**config.mk**
```make
export PLATFORM = sky130hd
export DESIGN_NAME = sdx_xfer_ctrl
export DESIGN_NICKNAME = d
export VERILOG_FILES = /design/src/rtl/sdx_pkg.sv /design/src/rtl/sdx_cmd_class.sv /design/src/rtl/sdx_width_reg.sv /design/src/rtl/sdx_state_core.sv /design/src/rtl/sdx_xfer_ctrl.sv
export SDC_FILE = /design/constraint.sdc
export NUM_CORES = 1
export LEC_CHECK = 0
export BUFFER_PORTS_ARGS = -buffer_cell sky130_fd_sc_hd__buf_2
export CORE_MARGIN = 3
export CORE_UTILIZATION = 30
export CTS_BUF_LIST = sky130_fd_sc_hd__clkbuf_16
export CTS_CLUSTER_SIZE = 40
export DETAILED_ROUTE_END_ITERATION = 8
export PLACE_DENSITY = 0.54
export SYNTH_ARGS = -nofsm -noshare
export SYNTH_HDL_FRONTEND = slang
export SYNTH_SLANG_ARGS = --single-unit
export TNS_END_PERCENT = 100
```
**constraint.sdc**
```tcl
create_clock -name clk -period 3.15 [get_ports clk]
set_clock_uncertainty 0.15 [all_clocks]
set_input_delay 0.63 -clock clk [delete_from_list [all_inputs] [get_ports clk]]
set_output_delay 0.63 -clock clk [all_outputs]
set_load 0.1 [all_outputs]
```
**src/rtl/sdx_pkg.sv**
```systemverilog
package sdx_pkg;

    localparam int CMD_IDX_W = 6;

    typedef enum logic [2:0] {
        ST_STBY = 3'd0,
        ST_TRAN = 3'd1,
        ST_SEND = 3'd2,
        ST_RECV = 3'd3,
        ST_PROG = 3'd4,
        ST_DISC = 3'd5,
        ST_PARK = 3'd6
    } xfer_state_e;

    typedef enum logic [3:0] {
        K_NONE,
        K_GOIDLE,
        K_INACT,
        K_SELECT,
        K_STOP,
        K_RD1,
        K_RDN,
        K_WR,
        K_PARAM,
        K_BUSW,
        K_VSW,
        K_STATUS,
        K_ADDR,
        K_BAD
    } cmd_kind_e;

    localparam int IX_GOIDLE = 0;
    localparam int IX_ADDR   = 3;
    localparam int IX_BUSW   = 6;
    localparam int IX_SELECT = 7;
    localparam int IX_VSW    = 11;
    localparam int IX_STOP   = 12;
    localparam int IX_STATUS = 13;
    localparam int IX_INACT  = 15;
    localparam int IX_BLEN   = 16;
    localparam int IX_RD1    = 17;
    localparam int IX_RDN    = 18;
    localparam int IX_WR1    = 24;
    localparam int IX_WRN    = 25;
    localparam int IX_ERS    = 32;
    localparam int IX_ERE    = 33;

    function automatic cmd_kind_e classify(input logic [CMD_IDX_W-1:0] idx,
                                           input logic app);
        cmd_kind_e k;
        k = K_BAD;
        if (app) begin
            if (idx == CMD_IDX_W'(IX_BUSW)) k = K_BUSW;
        end else begin
            case (int'(idx))
                IX_GOIDLE:               k = K_GOIDLE;
                IX_ADDR:                 k = K_ADDR;
                IX_SELECT:               k = K_SELECT;
                IX_VSW:                  k = K_VSW;
                IX_STOP:                 k = K_STOP;
                IX_STATUS:               k = K_STATUS;
                IX_INACT:                k = K_INACT;
                IX_RD1:                  k = K_RD1;
                IX_RDN:                  k = K_RDN;
                IX_WR1, IX_WRN:          k = K_WR;
                IX_BLEN, IX_ERS, IX_ERE: k = K_PARAM;
                default:                 k = K_BAD;
            endcase
        end
        return k;
    endfunction

endpackage

```
**src/rtl/sdx_cmd_class.sv**
```systemverilog
module sdx_cmd_class
    import sdx_pkg::*;
#(
    parameter int IDX_W = CMD_IDX_W
) (
    input  logic             valid_i,
    input  logic [IDX_W-1:0] idx_i,
    input  logic             app_i,
    output cmd_kind_e        kind_o
);

    logic [CMD_IDX_W-1:0] idx_n;

    assign idx_n = CMD_IDX_W'(idx_i);

    always_comb begin
        if (valid_i) kind_o = classify(idx_n, app_i);
        else         kind_o = K_NONE;
    end

endmodule

```
**src/rtl/sdx_width_reg.sv**
```systemverilog
module sdx_width_reg (
    input  logic clk,
    input  logic rst,
    input  logic we_i,
    input  logic clr_i,
    input  logic d_i,
    output logic q_o
);

    always_ff @(posedge clk) begin
        if (rst || clr_i) q_o <= 1'b0;
        else if (we_i)    q_o <= d_i;
    end

    p_hold_r11: assert property (@(posedge clk) disable iff (rst)
        !(we_i || clr_i) |=> $stable(q_o))
        else $error("width changed without a legal update");

    p_clear_r10: assert property (@(posedge clk) disable iff (rst)
        clr_i |=> !q_o)
        else $error("width not cleared by go-idle");

endmodule

```
**src/rtl/sdx_state_core.sv**
```systemverilog
module sdx_state_core
    import sdx_pkg::*;
(
    input  logic        clk,
    input  logic        rst,
    input  cmd_kind_e   kind_i,
    input  logic        rca_hit_i,
    input  logic        locked_i,
    input  logic        xfer_end_i,
    input  logic        crc_ok_i,
    input  logic        prog_end_i,
    input  logic        wbuf_full_i,
    output xfer_state_e state_o,
    output logic        illegal_o,
    output logic        busy_o,
    output logic        wid_we_o,
    output logic        wid_clr_o
);

    xfer_state_e st_q, st_n;
    logic        multi_q, multi_n;
    logic        bad;

    always_comb begin
        st_n      = st_q;
        multi_n   = multi_q;
        bad       = 1'b0;
        wid_we_o  = 1'b0;
        wid_clr_o = 1'b0;
        case (kind_i)
            K_NONE: begin
                case (st_q)
                    ST_SEND: if (xfer_end_i && !multi_q) st_n = ST_TRAN;
                    ST_RECV: if (xfer_end_i) st_n = crc_ok_i ? ST_PROG : ST_TRAN;
                    ST_PROG: if (prog_end_i) st_n = ST_TRAN;
                    ST_DISC: if (prog_end_i) st_n = ST_STBY;
                    default: ;
                endcase
            end
            K_GOIDLE: begin
                st_n      = ST_PARK;
                wid_clr_o = 1'b1;
            end
            K_INACT: st_n = ST_PARK;
            K_ADDR: begin
                if (st_q == ST_PARK)      st_n = ST_STBY;
                else if (st_q != ST_STBY) bad  = 1'b1;
            end
            K_SELECT: begin
                if (st_q == ST_PARK) bad = 1'b1;
                else if (rca_hit_i) begin
                    if (st_q == ST_STBY)      st_n = ST_TRAN;
                    else if (st_q == ST_DISC) st_n = ST_PROG;
                end else begin
                    case (st_q)
                        ST_TRAN, ST_SEND: st_n = ST_STBY;
                        ST_PROG:          st_n = ST_DISC;
                        ST_RECV:          bad  = 1'b1;
                        default: ;
                    endcase
                end
            end
            K_STOP: begin
                if (st_q == ST_SEND || st_q == ST_RECV) st_n = ST_TRAN;
                else                                    bad  = 1'b1;
            end
            K_RD1, K_RDN: begin
                if (st_q == ST_TRAN) begin
                    st_n    = ST_SEND;
                    multi_n = (kind_i == K_RDN);
                end else bad = 1'b1;
            end
            K_WR: begin
                if (st_q == ST_TRAN) st_n = ST_RECV;
                else                 bad  = 1'b1;
            end
            K_PARAM: begin
                if (st_q != ST_TRAN) bad = 1'b1;
            end
            K_BUSW: begin
                if (st_q == ST_TRAN && !locked_i) wid_we_o = 1'b1;
                else                              bad      = 1'b1;
            end
            K_STATUS: begin
                if (st_q == ST_PARK) bad = 1'b1;
            end
            default: bad = 1'b1;
        endcase
    end

    always_ff @(posedge clk) begin
        if (rst) begin
            st_q      <= ST_STBY;
            multi_q   <= 1'b0;
            illegal_o <= 1'b0;
        end else begin
            st_q      <= st_n;
            multi_q   <= multi_n;
            illegal_o <= bad;
        end
    end

    assign state_o = st_q;
    assign busy_o  = (st_q == ST_PROG) && wbuf_full_i;

    p_sel_enter_r2: assert property (@(posedge clk) disable iff (rst)
        (kind_i == K_SELECT && rca_hit_i && st_q == ST_STBY) |=> st_q == ST_TRAN)
        else $error("matching select did not enter transfer");

    p_desel_prog_r3: assert property (@(posedge clk) disable iff (rst)
        (kind_i == K_SELECT && !rca_hit_i && st_q == ST_PROG) |=> (st_q == ST_DISC && !busy_o))
        else $error("deselect during programming did not disconnect");

    p_stop_r4: assert property (@(posedge clk) disable iff (rst)
        (kind_i == K_STOP && (st_q == ST_SEND || st_q == ST_RECV)) |=> st_q == ST_TRAN)
        else $error("stop did not return to transfer");

    p_disc_quiet_r7: assert property (@(posedge clk) disable iff (rst)
        st_q == ST_DISC |-> !busy_o)
        else $error("busy driven while disconnected");

    p_goidle_r10: assert property (@(posedge clk) disable iff (rst)
        kind_i == K_GOIDLE |=> st_q == ST_PARK)
        else $error("go-idle did not park the card");

    p_vsw_r12: assert property (@(posedge clk) disable iff (rst)
        kind_i == K_VSW |=> (illegal_o && $stable(st_q)))
        else $error("voltage switch not rejected");

    p_illegal_hold_r13: assert property (@(posedge clk) disable iff (rst)
        illegal_o |-> $stable(st_q))
        else $error("state moved on an illegal command");

endmodule

```
**src/rtl/sdx_xfer_ctrl.sv**
```systemverilog
module sdx_xfer_ctrl
    import sdx_pkg::*;
#(
    parameter int IDX_W = CMD_IDX_W
) (
    input  logic             clk,
    input  logic             rst,
    input  logic             cmd_valid,
    input  logic [IDX_W-1:0] cmd_index,
    input  logic             cmd_is_app,
    input  logic             cmd_wide_arg,
    input  logic             rca_hit,
    input  logic             card_locked,
    input  logic             xfer_end,
    input  logic             xfer_crc_ok,
    input  logic             prog_end,
    input  logic             wbuf_full,
    output logic [2:0]       state_o,
    output logic             illegal_cmd,
    output logic             dat0_busy,
    output logic             bus_4bit
);

    cmd_kind_e   kind;
    xfer_state_e st;
    logic        wid_we, wid_clr;

    sdx_cmd_class #(.IDX_W(IDX_W)) u_class (
        .valid_i (cmd_valid),
        .idx_i   (cmd_index),
        .app_i   (cmd_is_app),
        .kind_o  (kind)
    );

    sdx_state_core u_core (
        .clk         (clk),
        .rst         (rst),
        .kind_i      (kind),
        .rca_hit_i   (rca_hit),
        .locked_i    (card_locked),
        .xfer_end_i  (xfer_end),
        .crc_ok_i    (xfer_crc_ok),
        .prog_end_i  (prog_end),
        .wbuf_full_i (wbuf_full),
        .state_o     (st),
        .illegal_o   (illegal_cmd),
        .busy_o      (dat0_busy),
        .wid_we_o    (wid_we),
        .wid_clr_o   (wid_clr)
    );

    sdx_width_reg u_width (
        .clk   (clk),
        .rst   (rst),
        .we_i  (wid_we),
        .clr_i (wid_clr),
        .d_i   (cmd_wide_arg),
        .q_o   (bus_4bit)
    );

    assign state_o = st;

endmodule

```
* Word-level counts from Yosys, hierarchy flattened
Memories as Yosys holds them, arrays and structs flattened.
Cells that the tools add are included.
Widths: inputs -> output; s select.
** Cells by class
- Equal/unequal tests :: 31
- Multiplexer cells :: 33
- Reduce and logical (&&, ||, !) cells :: 18
** Operator list (count)
- $mux 3 :: 14
- $pmux 3 s7 :: 1
- $eq 4x3->1 const B :: 4
- $eq 4x4->1 const B :: 4
- $mux 1 :: 13
- $reduce_and 13->1 :: 1
- $pmux 3 s4 :: 1
- $eq 3x3->1 const B :: 3
- $ne 3x3->1 const B :: 3
- $eq 4x2->1 const B :: 2
- $mux 4 :: 2
- $ne 2x1->1 const B :: 4
- $pmux 1 s8 :: 1
- $reduce_bool 7->1 :: 1
- $eq 3x2->1 const B :: 2
- $eq 6x3->1 const B :: 1
- $pmux 3 s2 :: 1
- $reduce_or 2->1 :: 3
- $reduce_or 3->1 :: 2
- $ne 5x1->1 const B :: 1
- $eq 4x1->1 const B :: 1
- $logic_not 4->1 :: 1
- $ne 4x2->1 const B :: 1
- $ne 4x3->1 const B :: 1
- other kinds (10) :: 14
** Storage, ports and cells
- Register bits after elaboration :: 6
- Bits in read-only memories :: 256
- Input bits :: 17
- Word-level logic and storage cells :: 87
- Memories :: 1
** Memory list
- (name not given) :: words 64, bits a word 4, read ports 1, clocked after memory_dff 0, write ports 0, line sdx_pkg.sv:55 : case (int'(idx))

* Logic depth before layout (Yosys ltp)
- Word-level depth :: 8
- Gate-level depth with buffers :: 10
- Mapped depth without buffers :: 9

* Modules after synthesis
From an unflattened synthesis, not the netlist that was laid out.
** Second synthesis, totals
- Cells, all modules :: 135
- Area total of the unflattened synthesis :: 989.7 um^2
** Modules (own cells, without submodules)
- sdx_state_core :: instances 1, cells an instance 86, area each 616.8 um^2
- sdx_cmd_class :: instances 1, cells an instance 46, area each 332.8 um^2
- sdx_width_reg :: instances 1, cells an instance 3, area each 40.0 um^2

* Worst setup path after synthesis
No wires, ideal clock.
- Path kind :: flip-flop to output port
- Start :: register u_core.st_q[2], in the netlist u_core.state_o[2]
- End :: output dat0_busy
- Arrival time :: 2.132 ns
- Required time :: 2.370 ns
- Setup slack :: 0.238 ns
- Cell stages (with the launch flop) :: 3
- Cells stage by stage :: dfxtp_1 -> nor2b_1 -> and3b_1
** Between the ends
- Word-level cells in the longest chain between the ends :: 2
** RTL lines
- start, declared :: line sdx_state_core.sv:20 : xfer_state_e st_q, st_n;
- start signal, assigned :: line sdx_state_core.sv:97 : st_q <= st_n;
- $eq 3x3->1 :: line sdx_state_core.sv:104 : assign busy_o = (st_q == ST_PROG) && wbuf_full_i;
- $logic_and 1x1->1 :: line sdx_state_core.sv:104
- end, declared :: line sdx_xfer_ctrl.sv:20 : output logic dat0_busy,
Every way passes these cells.

* Final worst setup path
- Start :: input cmd_index[0]
- End :: register u_core.st_q[0], in the netlist u_core.state_o[0]
** Between the ends
- Word-level cells in the longest chain between the ends :: 8
- Elaborated cells on any way between the ends :: 31
** RTL lines
- start, declared :: line sdx_xfer_ctrl.sv:9 : input logic [IDX_W-1:0] cmd_index,
- branches (longest 2 deep; another with $mem_v2 64x4)
- $mux 4 (*) :: line sdx_pkg.sv:52 : if (app) begin
- $mux 4 (*) :: line sdx_cmd_class.sv:17 : if (valid_i) kind_o = classify(idx_n, app_i);
- $eq 4x1->1 (tied with other cells) :: line sdx_state_core.sv:30 : case (kind_i)
- $reduce_or 2->1 (on tied branches)
- $reduce_bool 7->1 (no line) or $ne 2x1->1 (tied branches)
- $reduce_and 13->1 (no line)
Every way passes the cells marked *.
A chain may end at the register's enable or synchronous reset.

==> results.json <==
{
  "netlist_area_um2": 1020,
  "cts_sinks": 6,
  "r2r-end": "u_core.state_o[0]$_SDFFE_PP0P_",
  "first_global_vias": 1050,
  "tritoncts.num_buffers": 3,
  "global_route_wire_length_before_repair_um": 4720,
  "post_cts_resize_count": 0,
  "drt_first_pass_iters": 4,
  "sequential_area_share_after_synthesis_pct": 11.7,
  "detail_route.wl_per_cell_um": 13.8,
  "power.static_leakage_nw": 0.505,
  "standard_cell_core_area_um2": 3150,
  "cp.depth": 10,
  "synth_nets": 156,
  "syn_area_per_cell_um2": 7.64,
  "clk_transition_reported_paths_ps": 30,
  "relSlewSlack_pct": 67.4,
  "hold_ws_ps": 325,
  "critical_path_class": "primary input to register",
  "cp_slowest_stage_delay_ps": 470,
  "worst_setup_path_start_kind": "primary input",
  "maxClockFrequency_ghz": 0.363,
  "final-setup-viol-count": 0,
  "yosys_warnings": 0,
  "cts_buffer_depth": 2,
  "critical_path_arrival_ps": 2740,
  "synth_commonest_cells": "10 x nand2_1, 9 x nor2_1, 8 x nand2b_1, 7 x o21ai_0",
  "grt_usage_pct": 13.7,
  "final_min_period_over_clock_period_pct": 87.6,
  "critical_path_cell_list": "buf_2 > inv_1 > ha_1 > or3b_2 > a41oi_1 > o211ai_1 > and2_1 > nor4_1 > a211oi_1 > a311oi_1",
  "source_to_sink_clock_delay_at_the_later_pin_of_the_worst_skew_pair_ps": 230,
  "io_pins": 23,
  "drive_gt1_share_pct": 26.0,
  "die_w_um": 64.4,
  "cts_hold_buffers": 0,
  "die_extent_in_y_um": 64.4,
  "timing.critical_path.slowest_stage_cell": "or3b_2",
  "crit_fanout": 6,
  "synth.area.top_cells": "dfxtp_1 12%, ha_1 6.1%, nand2b_1 4.9%",
  "synth_most_common_cell": "nand2_1",
  "drtIter0Drc": 51,
  "power_density_nw_per_um2": 384,
  "synth_seq_cells": 6,
  "hp-class": "register to register",
  "setup-tns-final_ps": 0,
  "synth_top_area_share_pct": 11.7,
  "htree_levels": 1,
  "cts_setup_buffers": 0,
  "drt-total-wl_um": 2730,
  "netlist-cell-type-count": 58,
  "cp_top_family": "simple AND/OR/NAND/NOR gates",
  "tritoncts": "built",
  "worst-endpoint-required_ps": 3130,
  "globalRouteOverflowTotal": 0,
  "drt-vias-per-instance": 5.54,
  "post-route-drc-count": 0,
  "ir_drop_uv": 159,
  "timing.final.hold_violations": 0,
  "finalCoreUtilization_pct": 39.2,
  "synth-edff-count": 0,
  "setup.reg_to_reg.worst_slack_ps": 1000,
  "row_count": 20,
  "synth-main-ff-cell": "dfxtp_1",
  "clock_tree.root_cell": "clkbuf_16",
  "diodes": 0,
  "place.detailed.hpwl_um": 2190,
  "r2r.worst_path.cells": 6,
  "start_util_pct": 32.5,
  "finish.net_count": 178,
  "worstReg2RegStart": "u_core.state_o[1]$_SDFFE_PP0P_",
  "report.final.slew_viol_count": 0,
  "gp_congestion": 0.899,
  "number_of_max_capacitance_violations_reported": 0,
  "antenna_violating_nets_left": 0,
  "hold_path.startpoint": "u_width.q_o$_SDFFE_PP0P_",
  "unrepaired_setup_endpoints_after_global_routing": "false",
  "synth-async-reset-ratio_pct": 0,
  "dieArea_um2": 4150,
  "max_slew.worst_pin.slew_ps": 492,
  "flow.area_growth_from_synthesis_pct": 20.9,
  "fill_cells": 350,
  "post_synth_inst_count": 134,
  "min_path_cells": 2,
  "grt_start_max_net_pins": 15,
  "initial_antenna_violation_count": 0,
  "status": "finished, final reports clean",
  "portBuffers": 22,
  "fin_crit_ps": 2760,
  "critPathCaptureType": "register",
  "critPathBufInv": 2,
  "worst_hold_path.endpoint": "u_width.q_o$_SDFFE_PP0P_",
  "routed-via-count": 1096,
  "yosys.area.top_type": "dfxtp_1"
}
==> registers in the layout, indices dropped and copies added, names as in the netlist <==
| register | count |
|---|---|
| u_width.q_o | 1 |
| u_core.illegal_o | 1 |
| u_core.state_o | 3 |
| u_core.multi_q | 1 |
==> where the power goes <==
| part | switching, W | internal, W |
|---|---|---|
| clock | 0.0000424 | 0.000163 |
| sequential | 0.00000912 | 0.0000811 |
| combinational | 0.000115 | 0.0000644 |
| total | 0.000166 | 0.000308 |
==> cell usage in the layout (no fill, tap or decap), drive strengths merged, types with 2 or more instances in the layout <==
master / Yosys / routed
a211oi: 3 / 3
a2bb2oi: 2 / 2
a21o: 2 / 2
clkbuf: 3 / 3
and3: 2 / 2
nor2: 9 / 9
mux2i: 3 / 3
or3: 4 / 4
nand4: 3 / 3
inv: 6 / 6
dfxtp: 6 / 6
nor4: 3 / 3
a31oi: 2 / 2
a31o: 2 / 2
or2: 4 / 4
o31a: 3 / 3
a311oi: 2 / 2
nand2: 10 / 10
nor3: 3 / 3
nand2b: 8 / 8
nor2b: 4 / 4
xor2: 2 / 2
a21oi: 6 / 6
o21ai: 7 / 7
o31ai: 2 / 2
buf: 5 / 25
ha: 5 / 5
==> through the flow <==
step | setup slack, ps | total power [W] | area [um^2] | cells
final | 392 | 0.000475 | 1240 | 198
after global routing | 169 | 0.000498 | 1240 | 198
after CTS | 390 | 0.000476 | 1240 | 198
after detailed placement | 156 | 0.000269 | 1160 | 195
after global placement | 193 | 0.000268 | 1160 | 195
after floorplan | 238 | 0.000229 | 1020 | 134
==> cells by family after synthesis <==
logic type	share of synthesized area [%]
AO/OA/AOI/OAI	35.9
XOR/XNOR	2.57
AND/OR/NAND/NOR	32.6
adder cells (fa/ha/maj)	6.11
multiplexers	4.03
flip-flops	11.7
buffers and inverters	6.97
==> worst min-delay path: stages (launching register included) <==
cell	delay, ps
dfxtp_1	300
o31ai_1	60
a21oi_1	60
==> cell type report <==
cell class | count | area, um^2 | share of cell area, %
Clock buffer | 3 | 75.1 | 6.07
Inverter | 6 | 22.5 | 1.82
Multi-Input combinational cell | 114 | 832 | 67.2
Sequential cell | 6 | 120 | 9.71
Tap cell | 44 | 55.1 | 4.45
Timing Repair Buffer | 25 | 133 | 10.7
==> worst max path at each step <==
stage	start	to	slack, ps
3_5_place_dp	cmd_index[0]	u_core.state_o[0]$_SDFFE_PP0P_	160
4_1_cts	cmd_index[0]	u_core.state_o[0]$_SDFFE_PP0P_	390
3_3_place_gp	cmd_index[0]	u_core.state_o[0]$_SDFFE_PP0P_	190
5_1_grt	cmd_index[0]	u_core.state_o[0]$_SDFFE_PP0P_	170
2_1_floorplan	u_core.state_o[2]$_SDFFE_PP0P_	dat0_busy	240
6_report	cmd_index[0]	u_core.state_o[0]$_SDFFE_PP0P_	390
==> routing by layer <==
layer / share of wire, % / vias to the layer above / global-route usage [%] / wire length, um
met1: 49 / 515 / 19.1 / 1340
met2: 46 / 28 / 22.4 / 1260
met3: 3.9 / 3 / 1.73 / 107
met5: 0 / - / 0 / 0
li1: - / 550 / - / -
met4: 0.66 / 0 / 3.17 / 18
(Power assumes the default switching activity.)
